--- src/rtl/cbt_pkg.sv ---
package cbt_pkg;
  typedef enum logic [1:0] {
    SEG_SYNC = 2'd0,
    SEG_PH1  = 2'd1,
    SEG_PH2  = 2'd2
  } seg_e;

  function automatic logic vote3(input logic a, input logic b, input logic c);
    return (a & b) | (a & c) | (b & c);
  endfunction
endpackage

--- src/rtl/cbt_cfg_regs.sv ---
module cbt_cfg_regs #(
  parameter int BRP_W  = 6,
  parameter int SJW_W  = 2,
  parameter int TS1_W  = 4,
  parameter int TS2_W  = 3,
  parameter int DATA_W = 8
) (
  input  logic              clk,
  input  logic              rst_n,
  input  logic              hold,
  input  logic              we,
  input  logic [1:0]        addr,
  input  logic [DATA_W-1:0] wdata,
  output logic [BRP_W-1:0]  brp,
  output logic [SJW_W-1:0]  sjw,
  output logic [TS1_W-1:0]  ts1,
  output logic [TS2_W-1:0]  ts2,
  output logic              triple,
  output logic              prediv
);
  localparam int W0 = BRP_W + SJW_W;
  localparam int W1 = TS1_W + TS2_W + 1;

  logic [W0-1:0] r0;
  logic [W1-1:0] r1;
  logic          r2;

  always_ff @(posedge clk or negedge rst_n) begin
    if (!rst_n) begin
      r0 <= '0;
      r1 <= '0;
      r2 <= 1'b0;
    end else if (we && hold) begin
      case (addr)
        2'd0:    r0 <= wdata[W0-1:0];
        2'd1:    r1 <= wdata[W1-1:0];
        2'd2:    r2 <= wdata[0];
        default: ;
      endcase
    end
  end

  assign brp    = r0[BRP_W-1:0];
  assign sjw    = r0[W0-1:BRP_W];
  assign ts1    = r1[TS1_W-1:0];
  assign ts2    = r1[TS1_W+TS2_W-1:TS1_W];
  assign triple = r1[W1-1];
  assign prediv = r2;

  // configuration frozen while the block is running
  a_r4_cfg_frozen: assert property (@(posedge clk) disable iff (!rst_n)
    !hold |=> ($stable(r0) && $stable(r1) && $stable(r2)));
endmodule

--- src/rtl/cbt_tq_gen.sv ---
module cbt_tq_gen #(
  parameter int BRP_W     = 6,
  parameter bit PREDIV_EN = 1'b1
) (
  input  logic             clk,
  input  logic             rst_n,
  input  logic             hold,
  input  logic [BRP_W-1:0] brp,
  input  logic             prediv,
  output logic             tick
);
  localparam int CW = BRP_W + 1;

  logic [CW-1:0] cnt;
  logic [CW-1:0] lim;
  logic          en;

  assign lim = {brp, 1'b1};

  generate
    if (PREDIV_EN) begin : g_half
      logic half;
      always_ff @(posedge clk or negedge rst_n) begin
        if (!rst_n)    half <= 1'b0;
        else if (hold) half <= 1'b0;
        else if (prediv) half <= ~half;
        else           half <= 1'b0;
      end
      assign en = !prediv || half;
    end else begin : g_nohalf
      logic unused_prediv;
      assign unused_prediv = prediv;
      assign en = 1'b1;
    end
  endgenerate

  assign tick = !hold && en && (cnt == lim);

  always_ff @(posedge clk or negedge rst_n) begin
    if (!rst_n)      cnt <= '0;
    else if (hold)   cnt <= '0;
    else if (tick)   cnt <= '0;
    else if (en)     cnt <= cnt + CW'(1);
  end

  // a quantum is at least two clocks long
  a_r11_tick_gap: assert property (@(posedge clk) disable iff (!rst_n)
    tick |=> !tick);
  a_r2_cnt_bound: assert property (@(posedge clk) disable iff (!rst_n)
    cnt <= lim);
endmodule

--- src/rtl/cbt_bit_fsm.sv ---
module cbt_bit_fsm
  import cbt_pkg::*;
#(
  parameter int SJW_W = 2,
  parameter int TS1_W = 4,
  parameter int TS2_W = 3
) (
  input  logic             clk,
  input  logic             rst_n,
  input  logic             hold,
  input  logic             tick,
  input  logic             bus_idle,
  input  logic             rx_in,
  input  logic [SJW_W-1:0] sjw,
  input  logic [TS1_W-1:0] ts1,
  input  logic [TS2_W-1:0] ts2,
  input  logic             triple,
  output logic             sample_pt,
  output logic             tx_pt,
  output logic             rx_bit
);
  localparam int MW = (TS1_W > SJW_W) ? TS1_W : SJW_W;
  localparam int QW = MW + 2;

  seg_e          seg;
  logic [QW-1:0] qcnt, ext, shr;
  logic          synced;
  logic [1:0]    hist;

  logic [QW-1:0] len1, len2, sjq, qp1, rem2, ext_lim, shr_lim, ext_eff, shr_eff;
  logic          edge_hit, do_hard, do_rs, end1, end2;

  always_comb begin
    len1     = QW'(ts1) + QW'(1);
    len2     = QW'(ts2) + QW'(1);
    sjq      = QW'(sjw) + QW'(1);
    qp1      = qcnt + QW'(1);
    rem2     = len2 - qp1;
    ext_lim  = (qp1 < sjq) ? qp1 : sjq;
    shr_lim  = (rem2 < sjq) ? rem2 : sjq;
    edge_hit = tick && hist[0] && !rx_in;
    do_hard  = edge_hit && bus_idle;
    do_rs    = edge_hit && !bus_idle && !synced;
    ext_eff  = (seg == SEG_PH1 && do_rs) ? ext_lim : ext;
    shr_eff  = (seg == SEG_PH2 && do_rs) ? shr_lim : shr;
    end1     = (qcnt == len1 + ext_eff - QW'(1));
    end2     = (qcnt == len2 - shr_eff - QW'(1));
  end

  always_ff @(posedge clk or negedge rst_n) begin
    if (!rst_n) begin
      seg <= SEG_SYNC; qcnt <= '0; ext <= '0; shr <= '0; synced <= 1'b0;
      hist <= 2'b11; sample_pt <= 1'b0; tx_pt <= 1'b0; rx_bit <= 1'b1;
    end else if (hold) begin
      seg <= SEG_SYNC; qcnt <= '0; ext <= '0; shr <= '0; synced <= 1'b0;
      hist <= 2'b11; sample_pt <= 1'b0; tx_pt <= 1'b0; rx_bit <= 1'b1;
    end else begin
      sample_pt <= 1'b0;
      tx_pt     <= 1'b0;
      if (tick) begin
        hist <= {hist[0], rx_in};
        if (do_hard) begin
          seg <= SEG_PH1; qcnt <= '0; ext <= '0; shr <= '0;
          synced <= 1'b1; tx_pt <= 1'b1;
        end else begin
          case (seg)
            SEG_SYNC: begin
              seg <= SEG_PH1; qcnt <= '0;
            end
            SEG_PH1: begin
              if (end1) begin
                seg <= SEG_PH2; qcnt <= '0; ext <= '0;
                sample_pt <= 1'b1; synced <= 1'b0;
                rx_bit <= triple ? vote3(hist[1], hist[0], rx_in) : rx_in;
              end else begin
                qcnt <= qp1; ext <= ext_eff; synced <= synced | do_rs;
              end
            end
            SEG_PH2: begin
              synced <= synced | do_rs;
              if (end2) begin
                seg <= SEG_SYNC; qcnt <= '0; shr <= '0; tx_pt <= 1'b1;
              end else begin
                qcnt <= qp1; shr <= shr_eff;
              end
            end
            default: begin
              seg <= SEG_SYNC; qcnt <= '0;
            end
          endcase
        end
      end
    end
  end

  a_r1_hold_quiet: assert property (@(posedge clk) disable iff (!rst_n)
    hold |=> (!sample_pt && !tx_pt && rx_bit));
  a_r5_ph1_bound: assert property (@(posedge clk) disable iff (!rst_n)
    (seg == SEG_PH1) |-> (qcnt < len1 + ext));
  a_r8_ph2_bound: assert property (@(posedge clk) disable iff (!rst_n)
    (seg == SEG_PH2) |-> (qcnt + shr < len2));
  a_r7_ext_limit: assert property (@(posedge clk) disable iff (!rst_n)
    ext <= sjq);
  a_r5_sample_on_tick: assert property (@(posedge clk) disable iff (!rst_n)
    sample_pt |-> $past(tick));
  a_r11_pts_exclusive: assert property (@(posedge clk) disable iff (!rst_n)
    !(sample_pt && tx_pt));
endmodule

--- src/rtl/cbt_bit_timer.sv ---
module cbt_bit_timer #(
  parameter int BRP_W     = 6,
  parameter int SJW_W     = 2,
  parameter int TS1_W     = 4,
  parameter int TS2_W     = 3,
  parameter bit PREDIV_EN = 1'b1,
  parameter int DATA_W    = 8
) (
  input  logic              clk,
  input  logic              rst_n,
  input  logic              cfg_hold,
  input  logic              cfg_we,
  input  logic [1:0]        cfg_addr,
  input  logic [DATA_W-1:0] cfg_wdata,
  input  logic              bus_idle,
  input  logic              rx_in,
  output logic              tq_tick,
  output logic              sample_pt,
  output logic              tx_pt,
  output logic              rx_bit
);
  logic [BRP_W-1:0] brp;
  logic [SJW_W-1:0] sjw;
  logic [TS1_W-1:0] ts1;
  logic [TS2_W-1:0] ts2;
  logic             triple, prediv;

  cbt_cfg_regs #(.BRP_W(BRP_W), .SJW_W(SJW_W), .TS1_W(TS1_W), .TS2_W(TS2_W),
                 .DATA_W(DATA_W)) u_cfg (
    .clk(clk), .rst_n(rst_n), .hold(cfg_hold), .we(cfg_we), .addr(cfg_addr),
    .wdata(cfg_wdata), .brp(brp), .sjw(sjw), .ts1(ts1), .ts2(ts2),
    .triple(triple), .prediv(prediv));

  cbt_tq_gen #(.BRP_W(BRP_W), .PREDIV_EN(PREDIV_EN)) u_tq (
    .clk(clk), .rst_n(rst_n), .hold(cfg_hold), .brp(brp), .prediv(prediv),
    .tick(tq_tick));

  cbt_bit_fsm #(.SJW_W(SJW_W), .TS1_W(TS1_W), .TS2_W(TS2_W)) u_fsm (
    .clk(clk), .rst_n(rst_n), .hold(cfg_hold), .tick(tq_tick),
    .bus_idle(bus_idle), .rx_in(rx_in), .sjw(sjw), .ts1(ts1), .ts2(ts2),
    .triple(triple), .sample_pt(sample_pt), .tx_pt(tx_pt), .rx_bit(rx_bit));
endmodule

--- config.mk ---
export PLATFORM = sky130hd
export DESIGN_NAME = cbt_bit_timer
export DESIGN_NICKNAME = d
export VERILOG_FILES = /design/src/rtl/cbt_pkg.sv /design/src/rtl/cbt_cfg_regs.sv /design/src/rtl/cbt_tq_gen.sv /design/src/rtl/cbt_bit_fsm.sv /design/src/rtl/cbt_bit_timer.sv
export SDC_FILE = /design/constraint.sdc
export NUM_CORES = 1
export LEC_CHECK = 0
export BUFFER_PORTS_ARGS = -buffer_cell sky130_fd_sc_hd__buf_2
export CAP_MARGIN = 20
export CORE_MARGIN = 10
export CORE_UTILIZATION = 45
export CTS_CLUSTER_SIZE = 25
export DETAILED_ROUTE_END_ITERATION = 12
export PLACE_DENSITY = 0.72
export REMOVE_ABC_BUFFERS = 1
export SLEW_MARGIN = 5
export SYNTH_ARGS = -nofsm -noshare
export SYNTH_HDL_FRONTEND = slang
export SYNTH_SLANG_ARGS = --single-unit
--- constraint.sdc ---
create_clock -name clk -period 5.42 [get_ports clk]
set_input_delay 1.084 -clock clk [delete_from_list [all_inputs] [get_ports clk]]
set_output_delay 1.084 -clock clk [all_outputs]
set_load 0.02 [all_outputs]
==> flow_summary.toml, run 1 <==
[global_route]
first_global_vias = 2795
gr-usage-all-layers_pct = 13.7
overflow = 0
grt_max_degree = 52
grt_antenna_before_repair = 0
grt_first_pass_wirelength_microns = 13200

[routing]
highest_layer = "met4"
drt_wl_total_microns = 7790
wl_met3_microns = 333
ant_nets = 0
drt_iter0_drc = 119
drtPass1Iterations = 4
drt-met1-wl_microns = 3600
vias = 2750
wl_per_cell_microns = 15.4
viasPerCell = 5.42
drcViolationCount = 0
wl_met2_microns = 3740

[worst_setup_path]
critPathLaunchType = "flip-flop"
crit_required_ns = 5.62
critical_path_class = "reg2reg"
critPathArrivalTime_ns = 5.25
path_max_fanout = 6
end_kind = "flip-flop"

[clock_tree]
clk_latency_ns = 0.31
cts_inserted_buffers = 5
cts_tree = "built"
clk_pin_slew_ns = 0.10
clock-sinks = 51
cts-root-buf = "clkbuf_8"
hold_buffers = 0
cts_max_level = 2
cts_max_path_buffers = 2

[synth]
syn-instance-count = 365
seq_area_frac_synth_pct = 35.8
synth_ff_type = "dfrtp_1"
synth_cell_types = 60
synth_edf_count = 0
syn_area_sq_mm = 0.00358
postSynthAreaPerCell_sq_um = 9.80
async_flop_share_pct = 100
yosys_warnings = 0
synth-seq-cells = 51

[final_layout]
fin_util_pct = 52.7
final-instance-count-excl-fill = 507
drive_above_1_share_pct = 23.5
final_nets = 451
num_antenna_cells = 0
synthToLayoutAreaGrowth_pct = 13.8

[sta]
setup_viol = 0
tightest_slew_ns = 0.654
slew_headroom_pct = 56.4
fin_worst_skew_ns = 0.0107
final-hold-violation-count = 0
drv_slew = 0
fin_crit_ns = 5.05
final.setup.worst_slack_ns = 0.369
max_freq_mhz = 198
fin_crit_sh_pct = 93.2

[floorplan]
die_area_sq_mm = 0.0119
die_h_microns = 109
start_util_pct = 46.3
io_pins = 20
row_count = 32
die_x_microns = 109
coreArea_sq_mm = 0.00773

[placement]
port_buffers = 19
dpl.cell_count = 497
gp_congestion = 0.940
dp_hpwl_microns = 6110
place_ws_ns = 0.0101

[pwr]
power_w = 0.00138
ir_drop_uv = 193
p_leak_nw = 1.85
powerDensity_mw_per_mm2 = 339

[job]
drv_cap = 0

[min_path]
min_path_type = "reg2reg"

[run_status]
status = "complete, no violations"
==> metrics by stage <==
step	cell area (sq um)	TNS [ns]	hold WS, ns
after floorplan	3530	0	0.450
after global placement	3910	0	0.466
after detailed placement	3910	0	0.476
after CTS	4020	0	0.499
after global routing	4070	-0.0397	0.518
final	4070	0	0.500
==> critical path, cell delays in order (launching register included) <==
cell and delay (ns):
dfrtp_1 0.42, ha_1 0.33, inv_1 0.07, fa_1 0.56
inv_1 0.05, ha_1 0.28, a21o_1 0.16, a21oi_1 0.13
o31ai_1 0.08, a211oi_1 0.19, buf_4 0.17, mux2i_1 0.24
mux2i_1 0.10, ha_1 0.22, fa_1 0.39, a21o_1 0.19
a21oi_1 0.17, xnor2_1 0.15, xnor2_1 0.15, nand4_2 0.15
nor3_2 0.14, buf_4 0.15, o41ai_4 0.05, buf_4 0.16
a22o_1 0.22
==> worst paths after layout <==
check	cells after the start	slack [ns]	end	start
worst min register to register	1	0.50	u_fsm.ext[5]	u_fsm.ext[5]
max in group asynchronous	2	4.10	u_cfg.r1[0]	rst_n
worst min-delay path	1	0.50	u_fsm.ext[5]	u_fsm.ext[5]
worst max register to register	24	0.37	u_fsm.shr[2]	u_cfg.r1[5]
min in group asynchronous	2	0.88	u_fsm.seg[0]	rst_n
worst max-delay path	24	0.37	u_fsm.shr[2]	u_cfg.r1[5]
==> Yosys cell counts, types with 2 or more instances <==
library cell,number,area share (%)
dfrtp_1,48,34
nand2_1,36,3.8
inv_1,30,3.1
ha_1,28,9.8
xnor2_1,27,6.6
nor2_1,25,2.6
mux2_2,18,5.7
a21oi_1,14,2.0
xor2_1,11,2.7
nand3_1,10,1.4
a21o_1,8,1.7
mux2i_1,8,2.2
o21ai_0,8,1.1
and2_1,6,1.0
nor3_1,6,0.84
o21ai_1,6,0.84
a211oi_1,5,1.0
clkbuf_1,4,0.42
nand2b_1,4,0.70
nand4_2,4,1.4
a22o_1,3,0.73
dfstp_2,3,2.2
fa_1,3,1.7
nand4_1,3,0.52
nor2b_1,3,0.52
o21a_1,3,0.63
a31oi_1,2,0.35
and3_1,2,0.35
buf_2,2,0.28
buf_4,2,0.42
nor3_2,2,0.56
o211ai_1,2,0.42
o22ai_2,2,0.70
==> layer usage <==
layer  vias up  global-route usage [%]
li1       1343                       -
met1      1346                    18.0
met2        51                    22.2
met3        10                    2.60
met4         0                    3.86
met5         -                       0
==> cell families (layout without fill, tap and decap cells) <==
logic type      count (synthesis)  in the layout  share of synthesized area (%)
flops                          51             51                           35.8
compound gates                 69             69                           14.3
mux                            26             26                           7.90
xor+xnor                       38             38                           9.30
buf+inv                        39             79                           4.41
simple gates                  111            111                           16.8
fa+ha+maj                      31             31                           11.5
==> power by group <==
part / switching [W] / internal [W]
Combinational: 0.000335 / 0.000323
Sequential: 0.0000351 / 0.000415
Clock: 0.000133 / 0.000138
==> what timing repair did <==
item                       in CTS  in global routing
buffers inserted                0                  1
gates resized for setup         0                  6
setup endpoints to repair       0                 17
==> layout by cell type, fill, tap and decap left out, drive strengths merged, types with 10 or more instances in the layout <==
cell type	count
buf	41
xnor2	27
mux2	18
ha	28
a21oi	15
nand2	37
inv	30
xor2	11
o21ai	15
nand3	10
dfrtp	48
nor2	25
==> final cells by class <==
type / instances / area [sq um]
Fill cell: 686 / 3660
Multi-Input combinational cell: 275 / 2180
Sequential cell: 51 / 1280
Timing Repair Buffer: 41 / 258
Tap cell: 102 / 128
Inverter: 30 / 113
Clock buffer: 6 / 72.6
Clock inverter: 2 / 37.5
==> state kept, by name, indices dropped and copies added, names as in the netlist <==
signal,flops
u_cfg.prediv,1
u_cfg.r0,8
u_cfg.r1,8
u_fsm.ext,6
u_fsm.hist,2
u_fsm.qcnt,6
u_fsm.rx_bit,1
u_fsm.sample_pt,1
u_fsm.seg,2
u_fsm.shr,6
u_fsm.synced,1
u_fsm.tx_pt,1
u_tq.cnt,7
u_tq.g_half.half,1
No activity file was read; power rests on OpenSTA's default activity.
==> run 2, diff against run 1 <==
--- a/config.mk
+++ b/config.mk
@@ -5,7 +5,7 @@
 export SDC_FILE = /design/constraint.sdc
 export NUM_CORES = 1
 export LEC_CHECK = 0
-export BUFFER_PORTS_ARGS = -buffer_cell sky130_fd_sc_hd__buf_2
+export BUFFER_PORTS_ARGS = -buffer_cell sky130_fd_sc_hd__clkbuf_2
 export CAP_MARGIN = 20
 export CORE_MARGIN = 10
 export CORE_UTILIZATION = 45
==> run 2 against run 1 <==
  * Fmax decreased by 1.1%
  * Global-route usage increased by 0.31 points
  * First-iteration DRC count decreased by 2.5%
  * Die area unchanged
  * Final cell count decreased by 0.20%
  * Clock skew increased by 0.0051 ns
  * Wire length increased by 1.2%
  * Sequential cell count unchanged
  * Critical path depth decreased by 7
  * Sequential share of layout area about the same
  * Hold slack got worse by 0.0014 ns
==> flow_summary.toml, run 2 (synthesis results as in run 1) <==
[final_layout]
num-fill-cells = 680
reg.largest.list = "u_cfg.r0: 8 flops, u_cfg.r1: 8 flops, u_tq.cnt: 7 flops"
layout_common_cells = "dfrtp_1, nand2_1, inv_1, ha_1, xnor2_1"
final_area_sq_mm = 0.00407
synthToLayoutAreaGrowth_pct = 13.7
final_nets = 450
drive_above_1_share_pct = 23.0
fin_util_pct = 52.6
num_antenna_cells = 0
final_common_cell = "dfrtp_1"
final-instance-count-excl-fill = 506

[global_route]
grt_max_degree = 52
grt_first_pass_wirelength_microns = 13500
first_global_vias = 2817
grt_antenna_before_repair = 0
overflow = 0
gr-usage-all-layers_pct = 14.0

[placement]
place_ws_ns = -0.0164
dpl.cell_count = 497
gp_congestion = 0.941
dpl_cell_area_sq_mm = 0.00391
port_buffers = 19
dp_hpwl_microns = 6200

[worst_setup_path]
critical_path_class = "in2reg"
critPathArrivalTime_ns = 5.30
crit_required_ns = 5.62
path_max_fanout = 9
ff2ff_path_depth = 22
end_kind = "flip-flop"
critPathLaunchType = "primary input"

[clock_tree]
hold_buffers = 0
cts_tree = "built"
clk_latency_ns = 0.31
clock-sinks = 51
clk_pin_slew_ns = 0.09
cts_max_level = 2
cts_max_path_buffers = 2
cts-root-buf = "clkbuf_8"
cts_inserted_buffers = 5

[sta]
final-hold-violation-count = 0
hold_slack_ns = 0.498
slew_headroom_pct = 56.3
final.setup.worst_slack_ns = 0.313
setup_viol = 0
tightest_slew_ns = 0.655
fin_crit_ns = 5.11
drv_slew = 0
max_freq_mhz = 196
fin_crit_sh_pct = 94.2
rsz0062_at_grt = "false"
fin_worst_skew_ns = 0.0158

[floorplan]
die_x_microns = 109
start_util_pct = 46.3
coreArea_sq_mm = 0.00773
die_area_sq_mm = 0.0119
die_h_microns = 109
io_pins = 20
row_count = 32

[routing]
wl_per_cell_microns = 15.6
wl_met3_microns = 380
highest_layer = "met4"
drcViolationCount = 0
drt_wl_total_microns = 7890
drt_iter0_drc = 116
drtPass1Iterations = 4
vias = 2737
wl_met2_microns = 3840
drt-met1-wl_microns = 3620
ant_nets = 0
viasPerCell = 5.41

[pwr]
ir_drop_uv = 208
p_leak_nw = 1.86
powerDensity_mw_per_mm2 = 336

[min_path]
min_path_type = "reg2reg"
min_delay_path_depth = 2

[job]
drv_cap = 0

[run_status]
status = "complete, no violations"
## run 2: worst max-delay path: stages
cell       delay (ns)
clkbuf_2         0.13
nor4b_4          0.45
nand4_2          0.23
nor3_1           0.33
nand2_2          0.20
a211oi_1         0.28
a21oi_1          0.11
ha_1             0.29
inv_1            0.06
fa_1             0.45
xnor2_1          0.31
o211ai_1         0.17
a2111oi_4        0.43
nand2_2          0.16
a32oi_1          0.26
nand3_1          0.14
a21o_1           0.20
## run 2: final timing paths
kind | startpoint | end | slack, ns
max | rx_in | u_fsm.seg[1] | 0.31
max in group asynchronous | rst_n | u_fsm.ext[0] | 4.10
max reg2reg | u_cfg.r1[5] | u_fsm.qcnt[4] | 0.34
min | u_fsm.ext[0] | u_fsm.ext[0] | 0.50
min reg2reg | u_fsm.ext[0] | u_fsm.ext[0] | 0.50
min in group asynchronous | rst_n | u_fsm.ext[5] | 0.88
## run 2: stage by stage
stage | power [W] | setup TNS [ns]
after floorplan | 0.000913 | 0
after global placement | 0.00106 | 0
after detailed placement | 0.00108 | -0.0164
after CTS | 0.00136 | 0
after global routing | 0.00147 | 0
final | 0.00137 | 0
## run 2: repair_timing
item / 4_1_cts / 5_1_grt
endpoints found under the setup margin: 0 / 22
resized for setup: 0 / 6
setup buffers: 0 / 0
## run 2: metal layers
layer	track usage, %	vias up
met3	2.42	4
met2	23.9	53
met4	3.01	0
met5	0	-
li1	-	1345
met1	18.0	1335
## run 2: layout make-up
cell class	count	area, sq um	area share (%)
Multi-Input combinational cell	275	2180	53.7
Sequential cell	51	1280	31.5
Timing Repair Buffer	40	250	6.15
Tap cell	102	128	3.14
Inverter	30	113	2.77
Clock buffer	6	72.6	1.78
Clock inverter	2	38.8	0.954
## run 2: power breakdown
group,total (W),switching [W],internal [W]
sequential,0.000450,0.0000356,0.000415
clock,0.000275,0.000135,0.000140
combinational,0.000643,0.000330,0.000313
